## src/rtl/rsg_pkg.sv

```systemverilog
`timescale 1ns/1ps
package rsg_pkg;
   typedef enum logic [1:0] {
      KIND_POSTED    = 2'b00,
      KIND_NONPOSTED = 2'b01,
      KIND_CPL       = 2'b10,
      KIND_OTHER     = 2'b11
   } req_kind_e;

   localparam logic REG_SEL_STOP = 1'b0;
   localparam logic REG_SEL_DBG  = 1'b1;
endpackage

```

## src/rtl/rsg_state.sv

```systemverilog
`timescale 1ns/1ps
module rsg_state #(
   parameter int NFUNC      = 3,
   parameter int REG_W      = 64,
   parameter bit RDATA_FLOP = 1'b0
) (
   input  logic             clk,
   input  logic             rst_n,
   input  logic [NFUNC-1:0] flr_enter,
   input  logic [NFUNC-1:0] discard_vec,
   input  logic             reg_wr_en,
   input  logic             reg_addr,
   input  logic [REG_W-1:0] reg_wdata,
   output logic [NFUNC-1:0] stop_o,
   output logic [NFUNC-1:0] dbg_o,
   output logic [REG_W-1:0] reg_rdata,
   output logic             irq_o
);
   import rsg_pkg::*;

   logic [NFUNC-1:0] stop_clr;
   logic [NFUNC-1:0] dbg_clr;
   logic [REG_W-1:0] rd_mux;

   assign stop_clr = (reg_wr_en && reg_addr == REG_SEL_STOP) ? reg_wdata[NFUNC-1:0] : '0;
   assign dbg_clr  = (reg_wr_en && reg_addr == REG_SEL_DBG)  ? reg_wdata[NFUNC-1:0] : '0;

   for (genvar gi = 0; gi < NFUNC; gi++) begin : g_func
      logic stop_bit_q;
      logic dbg_bit_q;

      // hardware set beats software clear
      always_ff @(posedge clk or negedge rst_n) begin
         if (!rst_n)                 stop_bit_q <= 1'b0;
         else if (flr_enter[gi])     stop_bit_q <= 1'b1;
         else if (stop_clr[gi])      stop_bit_q <= 1'b0;
      end

      always_ff @(posedge clk or negedge rst_n) begin
         if (!rst_n)                 dbg_bit_q <= 1'b0;
         else if (discard_vec[gi])   dbg_bit_q <= 1'b1;
         else if (dbg_clr[gi])       dbg_bit_q <= 1'b0;
      end

      assign stop_o[gi] = stop_bit_q;
      assign dbg_o[gi]  = dbg_bit_q;
   end

   assign irq_o = |dbg_o;

   always_comb begin
      rd_mux = '0;
      rd_mux[NFUNC-1:0] = (reg_addr == REG_SEL_STOP) ? stop_o : dbg_o;
   end

   if (RDATA_FLOP) begin : g_rd_flop
      always_ff @(posedge clk or negedge rst_n) begin
         if (!rst_n) reg_rdata <= '0;
         else        reg_rdata <= rd_mux;
      end
   end else begin : g_rd_comb
      assign reg_rdata = rd_mux;
   end


   flr_set_chk: assert property (@(posedge clk) disable iff (!rst_n)
      ((stop_o & $past(flr_enter)) == $past(flr_enter)));


   stop_hold_chk: assert property (@(posedge clk) disable iff (!rst_n)
      ((stop_o & ($past(stop_o) & ~$past(stop_clr))) == ($past(stop_o) & ~$past(stop_clr))));


   dbg_set_chk: assert property (@(posedge clk) disable iff (!rst_n)
      ((dbg_o & $past(discard_vec)) == $past(discard_vec)));


   irq_rise_chk: assert property (@(posedge clk) disable iff (!rst_n)
      $rose(irq_o) |-> $past(|discard_vec));
endmodule

```

## src/rtl/rsg_gate.sv

```systemverilog
`timescale 1ns/1ps
module rsg_gate #(
   parameter int NFUNC  = 3,
   parameter int FUNC_W = 2
) (
   input  logic              in_valid,
   input  logic [FUNC_W-1:0] in_func,
   input  logic [1:0]        in_kind,
   input  logic [NFUNC-1:0]  stop_vec,
   input  logic              core_ready,
   input  logic              cpl_room,
   output logic              core_valid,
   output logic              in_ready,
   output logic              np_drop,
   output logic [NFUNC-1:0]  discard_vec
);
   import rsg_pkg::*;

   logic func_ok;
   logic stopped;
   logic gated_kind;
   logic is_np;
   logic drop_cand;
   logic drop_take;

   assign func_ok    = int'(in_func) < NFUNC;
   assign stopped    = func_ok ? stop_vec[in_func] : 1'b0;
   assign is_np      = (in_kind == KIND_NONPOSTED);
   assign gated_kind = (in_kind == KIND_POSTED) || is_np;
   assign drop_cand  = stopped && gated_kind;

   assign core_valid = in_valid && !drop_cand;
   assign in_ready   = drop_cand ? (is_np ? cpl_room : 1'b1) : core_ready;
   assign drop_take  = in_valid && drop_cand && in_ready;
   assign np_drop    = drop_take && is_np;

   always_comb begin
      for (int i = 0; i < NFUNC; i++) begin
         discard_vec[i] = drop_take && (int'(in_func) == i);
      end
   end
endmodule

```

## src/rtl/rsg_errcpl.sv

```systemverilog
`timescale 1ns/1ps
module rsg_errcpl #(
   parameter int FUNC_W = 2,
   parameter int TAG_W  = 10,
   parameter int RID_W  = 16
) (
   input  logic              clk,
   input  logic              rst_n,
   input  logic              soft_rst,
   input  logic              push,
   input  logic [FUNC_W-1:0] push_func,
   input  logic [TAG_W-1:0]  push_tag,
   input  logic [RID_W-1:0]  push_rid,
   input  logic              pop_ready,
   output logic              valid_o,
   output logic [FUNC_W-1:0] func_o,
   output logic [TAG_W-1:0]  tag_o,
   output logic [RID_W-1:0]  rid_o,
   output logic              room_o
);
   logic              valid_q;
   logic [FUNC_W-1:0] func_q;
   logic [TAG_W-1:0]  tag_q;
   logic [RID_W-1:0]  rid_q;

   assign room_o = !soft_rst && (!valid_q || pop_ready);

   always_ff @(posedge clk or negedge rst_n) begin
      if (!rst_n)         valid_q <= 1'b0;
      else if (soft_rst)  valid_q <= 1'b0;
      else if (push)      valid_q <= 1'b1;
      else if (pop_ready) valid_q <= 1'b0;
   end

   always_ff @(posedge clk or negedge rst_n) begin
      if (!rst_n) begin
         func_q <= '0;
         tag_q  <= '0;
         rid_q  <= '0;
      end else if (push) begin
         func_q <= push_func;
         tag_q  <= push_tag;
         rid_q  <= push_rid;
      end
   end

   assign valid_o = valid_q;
   assign func_o  = func_q;
   assign tag_o   = tag_q;
   assign rid_o   = rid_q;


   cpl_hold_chk: assert property (@(posedge clk) disable iff (!rst_n)
      (valid_q && !pop_ready && !soft_rst) |=>
         (valid_q && $stable(tag_q) && $stable(rid_q) && $stable(func_q)));


   no_overwrite_chk: assert property (@(posedge clk) disable iff (!rst_n)
      push |-> (!valid_q || pop_ready));


   soft_flush_chk: assert property (@(posedge clk) disable iff (!rst_n)
      soft_rst |=> !valid_q);
endmodule

```

## src/rtl/req_stop_gate.sv

```systemverilog
`timescale 1ns/1ps
module req_stop_gate #(
   parameter int NFUNC      = 3,
   parameter int FUNC_W     = (NFUNC > 1) ? $clog2(NFUNC) : 1,
   parameter int TAG_W      = 10,
   parameter int RID_W      = 16,
   parameter int DATA_W     = 32,
   parameter int REG_W      = 64,
   parameter bit RDATA_FLOP = 1'b0
) (
   input  logic              clk,
   input  logic              rst_n,
   input  logic              soft_rst,
   input  logic [NFUNC-1:0]  flr_enter,
   input  logic              req_valid,
   output logic              req_ready,
   input  logic [FUNC_W-1:0] req_func,
   input  logic [1:0]        req_kind,
   input  logic [TAG_W-1:0]  req_tag,
   input  logic [RID_W-1:0]  req_rid,
   input  logic [DATA_W-1:0] req_data,
   output logic              core_valid,
   input  logic              core_ready,
   output logic [FUNC_W-1:0] core_func,
   output logic [1:0]        core_kind,
   output logic [TAG_W-1:0]  core_tag,
   output logic [RID_W-1:0]  core_rid,
   output logic [DATA_W-1:0] core_data,
   output logic              errcpl_valid,
   input  logic              errcpl_ready,
   output logic [FUNC_W-1:0] errcpl_func,
   output logic [TAG_W-1:0]  errcpl_tag,
   output logic [RID_W-1:0]  errcpl_rid,
   input  logic              reg_wr_en,
   input  logic              reg_addr,
   input  logic [REG_W-1:0]  reg_wdata,
   output logic [REG_W-1:0]  reg_rdata,
   output logic              irq
);
   import rsg_pkg::*;

   localparam int FUNC_SPAN = 1 << FUNC_W;

   if (NFUNC < 1 || NFUNC > REG_W) begin : g_bad_nfunc
      $error("req_stop_gate: NFUNC must lie in 1..REG_W");
   end
   if (FUNC_SPAN < NFUNC) begin : g_bad_funcw
      $error("req_stop_gate: FUNC_W too narrow for NFUNC");
   end
   if (TAG_W < 1 || RID_W < 1 || DATA_W < 1) begin : g_bad_fields
      $error("req_stop_gate: field widths must be positive");
   end

   logic [NFUNC-1:0] stop_vec;
   logic [NFUNC-1:0] dbg_vec;
   logic [NFUNC-1:0] discard_vec;
   logic             np_drop;
   logic             cpl_room;

   rsg_state #(
      .NFUNC      (NFUNC),
      .REG_W      (REG_W),
      .RDATA_FLOP (RDATA_FLOP)
   ) state_i (
      .clk         (clk),
      .rst_n       (rst_n),
      .flr_enter   (flr_enter),
      .discard_vec (discard_vec),
      .reg_wr_en   (reg_wr_en),
      .reg_addr    (reg_addr),
      .reg_wdata   (reg_wdata),
      .stop_o      (stop_vec),
      .dbg_o       (dbg_vec),
      .reg_rdata   (reg_rdata),
      .irq_o       (irq)
   );

   rsg_gate #(
      .NFUNC  (NFUNC),
      .FUNC_W (FUNC_W)
   ) gate_i (
      .in_valid    (req_valid),
      .in_func     (req_func),
      .in_kind     (req_kind),
      .stop_vec    (stop_vec),
      .core_ready  (core_ready),
      .cpl_room    (cpl_room),
      .core_valid  (core_valid),
      .in_ready    (req_ready),
      .np_drop     (np_drop),
      .discard_vec (discard_vec)
   );

   rsg_errcpl #(
      .FUNC_W (FUNC_W),
      .TAG_W  (TAG_W),
      .RID_W  (RID_W)
   ) errcpl_i (
      .clk       (clk),
      .rst_n     (rst_n),
      .soft_rst  (soft_rst),
      .push      (np_drop),
      .push_func (req_func),
      .push_tag  (req_tag),
      .push_rid  (req_rid),
      .pop_ready (errcpl_ready),
      .valid_o   (errcpl_valid),
      .func_o    (errcpl_func),
      .tag_o     (errcpl_tag),
      .rid_o     (errcpl_rid),
      .room_o    (cpl_room)
   );

   assign core_func = req_func;
   assign core_kind = req_kind;
   assign core_tag  = req_tag;
   assign core_rid  = req_rid;
   assign core_data = req_data;

   logic chk_stopped;
   logic chk_gated;
   assign chk_stopped = (int'(req_func) < NFUNC) && stop_vec[req_func];
   assign chk_gated   = (req_kind == KIND_POSTED) || (req_kind == KIND_NONPOSTED);


   no_leak_chk: assert property (@(posedge clk) disable iff (!rst_n)
      (core_valid && chk_gated) |-> !chk_stopped);


   stall_chk: assert property (@(posedge clk) disable iff (!rst_n)
      (req_valid && req_kind == KIND_NONPOSTED && chk_stopped && errcpl_valid && !errcpl_ready)
         |-> !req_ready);


   errcpl_issue_chk: assert property (@(posedge clk) disable iff (!rst_n)
      (req_valid && req_ready && req_kind == KIND_NONPOSTED && chk_stopped && !soft_rst)
         |=> (errcpl_valid && errcpl_tag == $past(req_tag) && errcpl_rid == $past(req_rid)));
endmodule

```

## config.mk

```make
export PLATFORM = sky130hd
export DESIGN_NAME = req_stop_gate
export DESIGN_NICKNAME = d
export VERILOG_FILES = /design/src/rtl/rsg_pkg.sv /design/src/rtl/rsg_state.sv /design/src/rtl/rsg_gate.sv /design/src/rtl/rsg_errcpl.sv /design/src/rtl/req_stop_gate.sv
export SDC_FILE = /design/constraint.sdc
export NUM_CORES = 1
export LEC_CHECK = 0
export BUFFER_PORTS_ARGS = -buffer_cell sky130_fd_sc_hd__buf_2
export CAP_MARGIN = 20
export CORE_AREA = 2 2 115 117
export CTS_CLUSTER_SIZE = 24
export DETAILED_ROUTE_END_ITERATION = 12
export DIE_AREA = 0 0 117 119
export PLACE_DENSITY = 0.5
export SLEW_MARGIN = 20
export SYNTH_ARGS = -nofsm -noshare
export SYNTH_HDL_FRONTEND = slang
export SYNTH_SLANG_ARGS = --single-unit
```

## constraint.sdc

```tcl
create_clock -name clk -period 1.9 [get_ports clk]
set_input_delay 0.095 -clock clk [delete_from_list [all_inputs] [get_ports clk]]
set_output_delay 0.095 -clock clk [all_outputs]
set_load 0.01 [all_outputs]
```

* Yosys cells after proc, flatten, opt, wreduce, memory -nomap -nowiden
Index checks and enable logic that the tools add are counted.
** Storage, ports and cells
- Input bits :: 137
- Bits in latches :: 0
- ROM bits :: 0
- Register bits after elaboration :: 35
- Memories :: 0
- Word-level logic and storage cells :: 65
- Bits in writable memories :: 0
** Operators by class
- Reductions and logical operators :: 26
- Multiply operators :: 0
- Div/mod/pow operators :: 0
- Shifts and indexed selects :: 0
- Bitwise operators :: 1
- Add/sub/neg operators :: 0
- $lt $le $gt $ge :: 2
- Equal/unequal tests :: 3
- Mux-type cells :: 23
** Operator list (count)
- 1-bit 2-to-1 mux :: 19
- 2-bit nonzero test :: 6
- 1-bit logical AND :: 11
- 3-bit 2-to-1 mux :: 3
- 2-bit == test (second input constant) :: 2
- 2-bit logical NOT :: 2
- 1-bit logical NOT :: 3
- 2-bit by 3-bit less-than comparator with 1-bit output (second input constant) :: 1
- 3-bit nonzero test :: 1
- 3-bit OR reduction :: 1
- 1-bit binary-select mux with 2-bit select :: 1
- 2-bit by 1-bit == test with 1-bit output (second input constant) :: 1
- 1-bit logical OR :: 2
- 2-bit less-than comparator (second input constant) :: 1
- 1-bit inverter :: 1

* Logic depth before layout (Yosys ltp)
Gate-level depths: netlist of run 1.
- Depth after elaboration :: 9
- Gate-level depth with buffers :: 5
- Depth with buffers taken out :: 4

* Cells and area by module
Synthesis of run 1 repeated with hierarchy kept, for this count alone.
** Unflattened totals
- Cells, all modules :: 231
- Area, all modules :: 2503.7 sq um
** By module, submodules not included
- rsg_errcpl :: area each 1123.6 sq um, cells an instance 64, instances 1, seq. area each 725.7 sq um
- rsg_state :: area each 790.8 sq um, cells an instance 91, instances 1, seq. area each 150.1 sq um
- req_stop_gate :: area each 465.4 sq um, cells an instance 62, instances 1, seq. area each 0.0 sq um
- rsg_gate :: area each 123.9 sq um, cells an instance 14, instances 1, seq. area each 0.0 sq um

* Worst setup path after synthesis of run 1
OpenSTA, ideal clock, no wires.
- Kind :: register to register
- Start :: register errcpl_i.valid_q (netlist: errcpl_i.valid_o)
- End :: register errcpl_i.func_q[0] (netlist: errcpl_i.func_o[0])
- Clock period less this slack :: 1559 ps
- Arrival time :: 1434 ps
- Cell stages (with the launch flop) :: 6
- Setup slack :: 341 ps
- Library setup time :: 125 ps
- Required time :: 1775 ps
- Cell sequence :: dfrtp_1 > nor2b_1 > o21bai_1 > nand3_4 > buf_6 > mux2_4
** Between the ends
- Word-level cells in the longest chain between the ends :: 7
** Ends and longest elaborated chain
- start, declared :: line rsg_errcpl.sv:21 : logic valid_q;
- start signal, assigned :: line rsg_errcpl.sv:29 : if (!rst_n) valid_q <= 1'b0;
- start signal, assigned :: line rsg_errcpl.sv:30 : else if (soft_rst) valid_q <= 1'b0;
- start signal, assigned :: line rsg_errcpl.sv:31 : else if (push) valid_q <= 1'b1;
- 1-bit logical NOT :: line rsg_errcpl.sv:26 : assign room_o = !soft_rst && (!valid_q || pop_ready);
- 1-bit logical OR :: line rsg_errcpl.sv:26
- 1-bit logical AND :: line rsg_errcpl.sv:26
- 1-bit 2-to-1 mux (2 in series) :: line rsg_gate.sv:33 : assign in_ready = drop_cand ? (is_np ? cpl_room : 1'b1) : core_ready;
- 1-bit logical AND :: line rsg_gate.sv:34 : assign drop_take = in_valid && drop_cand && in_ready;
- 1-bit logical AND :: line rsg_gate.sv:35 : assign np_drop = drop_take && is_np;
- end signal, assigned :: line rsg_errcpl.sv:41 : func_q <= push_func;
- end, declared :: line rsg_errcpl.sv:22 : logic [FUNC_W-1:0] func_q;
No other way between the ends.
A chain may end at the register's enable or synchronous reset.

* Worst setup path in the final report of run 1
- Start :: register state_i.g_func[2].stop_bit_q
- End :: output req_ready
** Between the ends
- Word-level cells in the longest chain between the ends :: 5
** Ends and longest elaborated chain
- start, declared :: line rsg_state.sv:29 : logic stop_bit_q;
- start signal, assigned :: line rsg_state.sv:34 : if (!rst_n) stop_bit_q <= 1'b0;
- start signal, assigned :: line rsg_state.sv:35 : else if (flr_enter[gi]) stop_bit_q <= 1'b1;
- start signal, assigned :: line rsg_state.sv:36 : else if (stop_clr[gi]) stop_bit_q <= 1'b0;
- 1-bit binary-select mux with 2-bit select :: line rsg_gate.sv:27 : assign stopped = func_ok ? stop_vec[in_func] : 1'b0;
- 1-bit 2-to-1 mux (not written as such) :: line rsg_gate.sv:27
- 1-bit 2-to-1 mux :: line rsg_gate.sv:27
- 1-bit logical AND :: line rsg_gate.sv:30 : assign drop_cand = stopped && gated_kind;
- 1-bit 2-to-1 mux :: line rsg_gate.sv:33
- end, declared :: line req_stop_gate.sv:16 : output logic req_ready,
No other way between the ends. The select of a mux whose other input is x is not followed.

==> run_results.csv, run 1 <==
group,metric,value,unit
outcome,status,"finished, final reports clean",
synth,synth-seq-area-share,0.353,
routing,drt_iter0_drc,30,
worst_setup_path,critical_path_arrival,1.61,ns
cts,cts_tree,"done",
cts,clock-root-buffer,"clkbuf_16",
routing,route.detailed.drc,0,
floorplanning,io-pin-count,295,
sta,whs,0.0552,ns
place,dpl_cell_area,2550,sq um
cts,clock_latency,0.28,ns
synth,synth_ff_type,"dfrtp_1",
synth,yosysWarnings,0,
cts,ctsHoldBuffers,5,
floorplanning,start_util,0.193,
global_route,grt_pass1_wl,6690,um
sta,final.setup.tns,0,ns
floorplanning,rows,42,
cts,cts_htree_levels,2,
synth,synth_top_area_frac,0.372,
global_route,grt_max_degree,36,
worst_setup_path,start_kind,"flop",
routing,num_vias,1484,
sta,worst_slew_pin_slew,0.816,ns
synth,async_flop_share,1.00,
sta,finalSetupViolCount,0,
global_route,track_usage,0.0634,
power,p_leak,1.48,nW
place,gp_congestion,0.682,
power,switching_share,0.287,
worst_setup_path,r2r_start,"state_i.g_func[2].stop_bit_q$_DFFE_PN0P_",
sta,finalCritPeriodShare,0.899,
final_layout,drive_above_1_share,0.537,
final_layout,final_area,2760,sq um
synth,synth-edff-count,0,
worst_setup_path,path_max_fanout,3,
place,dpl.cell_count,446,
final_layout,fill_cells,1402,
sta,fin_crit,1.71,ns
worst_setup_path,worst-setup-path-type,"flop to output pin",
power,p_seq_frac,0.384,
power,combPwrFrac,0.293,
floorplanning,die-area,13900,sq um
power,power.internal,1.90,mW
cts,post-cts-setup-buffer-count,0,
sta,final_hold_viol_count,0,
synth,yosysTopAreaCell,"buf_4",
synth,ys_types,24,
worst_setup_path,critPathRequiredTime,1.80,ns
synth,synth.avg_cell_area,11.0,sq um
routing,avgViaCountPerCell,3.23,
power,power.switching,0.766,mW
final_layout,layout.nets,419,
worst_hold_path,min_from,"req_tag[8]",
synth,post-synth-top-count-cell,"buf_4",
sta,clock.fmax,586,MHz
final_layout,area_growth_syn_to_layout,11.2,%
cts,ctsResizeCount,0,
power,ir_drop,0.390,mV
routing,first_pass_iters,3,
global_route,grt_pass1_vias,1398,
final_layout,fin_cells,459,
place,dpl.hpwl,3480,um
cts,cts_sinks,35,
synth,synth_area_leaders,"buf_4 37%, dfrtp_1 35%, mux2_4 12%",
routing,wl,4490,um
sta,clock_skew,0.00539,ns
synth,synth_cells,225,
global_route,gr-total-overflow,0,
routing,wl_per_cell,9.77,um
final_layout,finish.utilization,0.214,
final_layout,num_antenna_cells,0,
sta,slew_headroom,0.456,
global_route,antenna_found_initial,0,
routing,ant_nets,0,
power,clkPwrFrac,0.323,
worst_setup_path,crit_start,"state_i.g_func[2].stop_bit_q$_DFFE_PN0P_",
worst_hold_path,hold_path_class,"primary input to flop",
cts,cts_made_buffers,5,
sta,slew_violations,0,
worst_setup_path,crit_path_end_kind,"output pin",
synth,yosys-top-cells-count,"123 x buf_4, 35 x dfrtp_1, 20 x mux2_4",
cts,clk_pin_slew_worst_paths,0.06,ns
synth,ys_ff_latch,35,
floorplanning,dieHeight,119,um
floorplanning,die_w,117,um
cts,clock_tree.buffer_depth,2,
power,p_per_area,967,nW/um^2
job,max_cap_viol_count,0,
floorplanning,core,12900,sq um
sta,rsz0062_at_grt,"false",
place,port_buffers,108,
synth,syn-cell-area,2480,sq um
-- flip-flops by register name, summed over array words and instances (netlist names) --
name / cells
errcpl_i.rid_o: 16
errcpl_i.tag_o: 10
state_i.g_func.dbg_bit_q: 3
state_i.g_func.stop_bit_q: 3
errcpl_i.func_o: 2
errcpl_i.valid_o: 1
-- power by group through the flow --
| stage | clock, mW | sequential (mW) | combinational (mW) |
|---|---|---|---|
| CTS | 0.919 | 1.03 | 0.793 |
| floorplan | 0 | 1.11 | 0.572 |
| global route | 0.946 | 1.05 | 0.848 |
| finish | 0.863 | 1.02 | 0.781 |
| global placement | 0 | 1.03 | 0.776 |
| detailed placement | 0 | 1.03 | 0.784 |
-- layer usage --
layer  wire length, um  global-route usage  vias up  part of all wire
met3               441              0.0285       19             0.098
li1                  -                   -      669                 -
met5                 0                   0        -                 0
met2              2040              0.0943      102              0.45
met1              1880              0.0750      694              0.42
met4               125              0.0360        0             0.028
-- cell type report --
cell class                 instances  area (sq um)  share of cell area
clock buffer                       8           156              0.0567
multi-input combinational        124           881               0.319
sequential                        35           876               0.317
tap                              176           220              0.0798
timing repair buffer             116           626               0.227
-- layout by cell type, fill, tap and decap left out --
cell | Yosys | layout
a21o_1 | 3 | 3
nand3_1 | 3 | 3
mux2_4 | 20 | 20
clkbuf_1 | 1 | 1
buf_4 | 123 | 2
conb_1 | 1 | 61
nand3_4 | 1 | 1
o21a_1 | 1 | 1
a21oi_1 | 1 | 1
or3b_1 | 1 | 1
nor2_1 | 3 | 3
nand2b_1 | 1 | 1
mux2i_1 | 1 | 1
buf_12 | 0 | 1
buf_2 | 0 | 108
nor2b_1 | 5 | 5
nand3b_1 | 1 | 1
mux2_2 | 12 | 12
and2_1 | 1 | 1
or3_1 | 1 | 1
a32o_1 | 3 | 3
dlygate4sd3_1 | 0 | 5
o22ai_2 | 1 | 1
clkbuf_16 | 0 | 5
nand2_1 | 3 | 3
dfrtp_1 | 35 | 35
o21bai_1 | 1 | 1
clkbuf_8 | 0 | 2
-- critical path, stage by stage (launching register included) --
cell     delay [ns]
dfrtp_1        0.37
mux2i_1        0.15
o21a_1         0.20
nor2_1         0.13
mux2_2         0.35
buf_2          0.14
-- worst paths after layout --
check                                                 to  slack (ns)  depth (start not counted)
min in group asynchronous  errcpl_i.tag_o[9]$_DFFE_PN0P_        0.44                          2
max in group asynchronous  errcpl_i.rid_o[3]$_DFFE_PN0P_        0.94                          2
hold reg to reg            errcpl_i.rid_o[6]$_DFFE_PN0P_        0.50                          1
setup reg to reg           errcpl_i.rid_o[8]$_DFFE_PN0P_        0.25                          5
hold / removal             errcpl_i.tag_o[8]$_DFFE_PN0P_        0.06                          2
setup / recovery                               req_ready        0.19                          5
-- through the flow --
stage	setup WS, ns	power [mW]
floorplan	0.341	1.68
global placement	0.222	1.81
detailed placement	0.215	1.82
CTS	0.164	2.74
global route	0.0954	2.84
finish	0.192	2.67
-- cells by family after synthesis --
family | after synthesis | synth area share
buf+inv | 126 | 0.383
flops | 35 | 0.353
mux | 33 | 0.180
simple gates | 20 | 0.0489
compound gates | 10 | 0.0343
other cells | 1 | 0.00151
Power figures use the tool's default switching activity.
==> run 2: changes to the inputs <==
- clock period: 1.9 -> 1.72 ns (I/O delays scaled with it)
==> run 2 against run 1 <==
Sequential share of layout area fell by 0.52 points; clock skew rose by 0.0015 ns; power rose by 16%; critical path depth did not move; hold slack got worse by 0.017 ns; combinational power rose by 11%; worst setup slack got worse by 0.14 ns; non-clock buffer count rose by 3.
==> run_results.csv, run 2 (synthesis results as in run 1) <==
group,metric,value,unit
sta,final_hold_viol_count,0,
power,ir_drop,0.631,mV
sta,fin_crit,1.67,ns
sta,final.setup.tns,0,ns
worst_setup_path,r2r_start,"state_i.g_func[2].stop_bit_q$_DFFE_PN0P_",
final_layout,layout_common_cells,"108 x buf_2, 61 x conb_1, 35 x dfrtp_1, 20 x mux2_4, 12 x mux2_2",
outcome,status,"finished, final reports clean",
final_layout,final_area,2810,sq um
place,dpl.cell_count,448,
job,max_cap_viol_count,0,
worst_setup_path,critical-path-slowest-cell,"dfrtp_1",
cts,clock_latency,0.29,ns
place,gp_congestion,0.713,
sta,worst_slew_pin_slew,0.824,ns
final_layout,drive_above_1_share,0.552,
worst_hold_path,hold_path_class,"primary input to flop",
floorplanning,core,12900,sq um
routing,wl,4620,um
floorplanning,die-area,13900,sq um
cts,cts_htree_levels,2,
final_layout,area_growth_syn_to_layout,13.1,%
worst_setup_path,critical_path_arrival,1.58,ns
sta,finalCritPeriodShare,0.968,
global_route,grt_max_degree,36,
worst_setup_path,critPathRequiredTime,1.63,ns
worst_setup_path,start_kind,"flop",
floorplanning,rows,42,
routing,drt_iter0_drc,34,
cts,cts_made_buffers,5,
final_layout,num_antenna_cells,0,
worst_setup_path,worst-setup-path-type,"flop to output pin",
global_route,track_usage,0.0657,
global_route,grt_pass1_vias,1368,
final_layout,final_common_cell,"buf_2",
final_layout,largest_reg_flops,16,
worst_setup_path,reg2regPathDepth,5,
global_route,grt_pass1_wl,6760,um
sta,clock.fmax,601,MHz
routing,ant_nets,0,
cts,cts_sinks,35,
floorplanning,die_w,117,um
global_route,antenna_found_initial,0,
place,place_ws,0.0298,ns
worst_setup_path,crit_end,"req_ready",
worst_setup_path,path_max_fanout,3,
floorplanning,start_util,0.193,
sta,slew_violations,0,
sta,whs,0.0384,ns
power,p_leak,1.50,nW
cts,clock_tree.buffer_depth,2,
worst_setup_path,crit_path_end_kind,"output pin",
sta,fin_ws,0.0549,ns
routing,avgViaCountPerCell,3.23,
routing,wl_per_cell,10.0,um
worst_hold_path,min_from,"req_tag[3]",
worst_setup_path,rrSetupSlack,0.08,ns
place,port_buffers,108,
cts,cts_tree,"done",
final_layout,fin_cells,462,
worst_setup_path,crit_start,"state_i.g_func[2].stop_bit_q$_DFFE_PN0P_",
routing,route.detailed.drc,0,
place,dpl_cell_area,2570,sq um
final_layout,fill_cells,1410,
floorplanning,dieHeight,119,um
worst_setup_path,crit_path_max_incr_delay,0.41,ns
sta,slew_headroom,0.451,
global_route,gr-total-overflow,0,
power,p_per_area,1100,nW/um^2
sta,rsz0062_at_grt,"false",
floorplanning,io-pin-count,295,
place,dpl.hpwl,3530,um
routing,first_pass_iters,2,
cts,clock-root-buffer,"clkbuf_16",
worst_setup_path,cp_cell_sequence,"mux2i_2, o21a_1, nor2_2, mux2_2, buf_2",
sta,finalSetupViolCount,0,
routing,num_vias,1490,
sta,clock_skew,0.00691,ns
final_layout,layout.nets,422,
cts,clk_pin_slew_worst_paths,0.06,ns
worst_setup_path,reg2reg_to,"errcpl_i.rid_o[15]$_DFFE_PN0P_",
[run 2: worst max-delay path, delay by kind of cell, from the launching register on]
family	cells	cell delay (ns)
compound gates	1	0.17
buf+inv	1	0.14
flops	1	0.41
mux	2	0.54
simple gates	1	0.04
[run 2: where the power goes]
| part | leakage (nW) | switching (mW) | internal (mW) |
|---|---|---|---|
| clock network | 0.0868 | 0.360 | 0.721 |
| logic | 0.995 | 0.406 | 0.464 |
| registers | 0.417 | 0.108 | 1.03 |
| total | 1.50 | 0.873 | 2.21 |
[run 2: worst min-delay path by stage]
stage / end / slack [ns] / cells after the start
3_3_place_gp: core_data[0] / 0.17 / 0
2_1_floorplan: errcpl_i.func_o[0]$_DFFE_PN0P_ / -0.21 / 0
5_1_grt: errcpl_i.tag_o[3]$_DFFE_PN0P_ / 0.03 / 2
4_1_cts: errcpl_i.tag_o[3]$_DFFE_PN0P_ / 0.02 / 2
6_report: errcpl_i.tag_o[3]$_DFFE_PN0P_ / 0.04 / 2
3_5_place_dp: core_data[0] / 0.17 / 0
[run 2: cell type report]
class,count,area [sq um],area share
clock buffers,6,139,0.0495
repair buffers,119,648,0.231
well taps,176,220,0.0785
multi-input cells,124,887,0.316
flip-flops and latches,35,876,0.312
clock inverters,2,35.0,0.0125
[run 2: stage by stage]
step	util	total power [mW]
after floorplan	-	1.86
after global placement	0.199	2.00
after detailed placement	0.199	2.01
after CTS	0.217	3.16
after global routing	0.218	3.28
final	0.218	3.08
[run 2: layer usage]
metal / part of all wire / global-route usage / up-vias
li1: - / - / 669
met4: 0.034 / 0.0471 / 0
met3: 0.098 / 0.0275 / 19
met2: 0.47 / 0.0957 / 102
met1: 0.40 / 0.0765 / 700
met5: 0 / 0 / -
[run 2: repair_timing]
item,in CTS,in global routing
endpoints found under the hold margin,39,0
gates resized for setup,1,1
hold buffers,5,0
buffers inserted,0,1
setup endpoints to repair,1,1
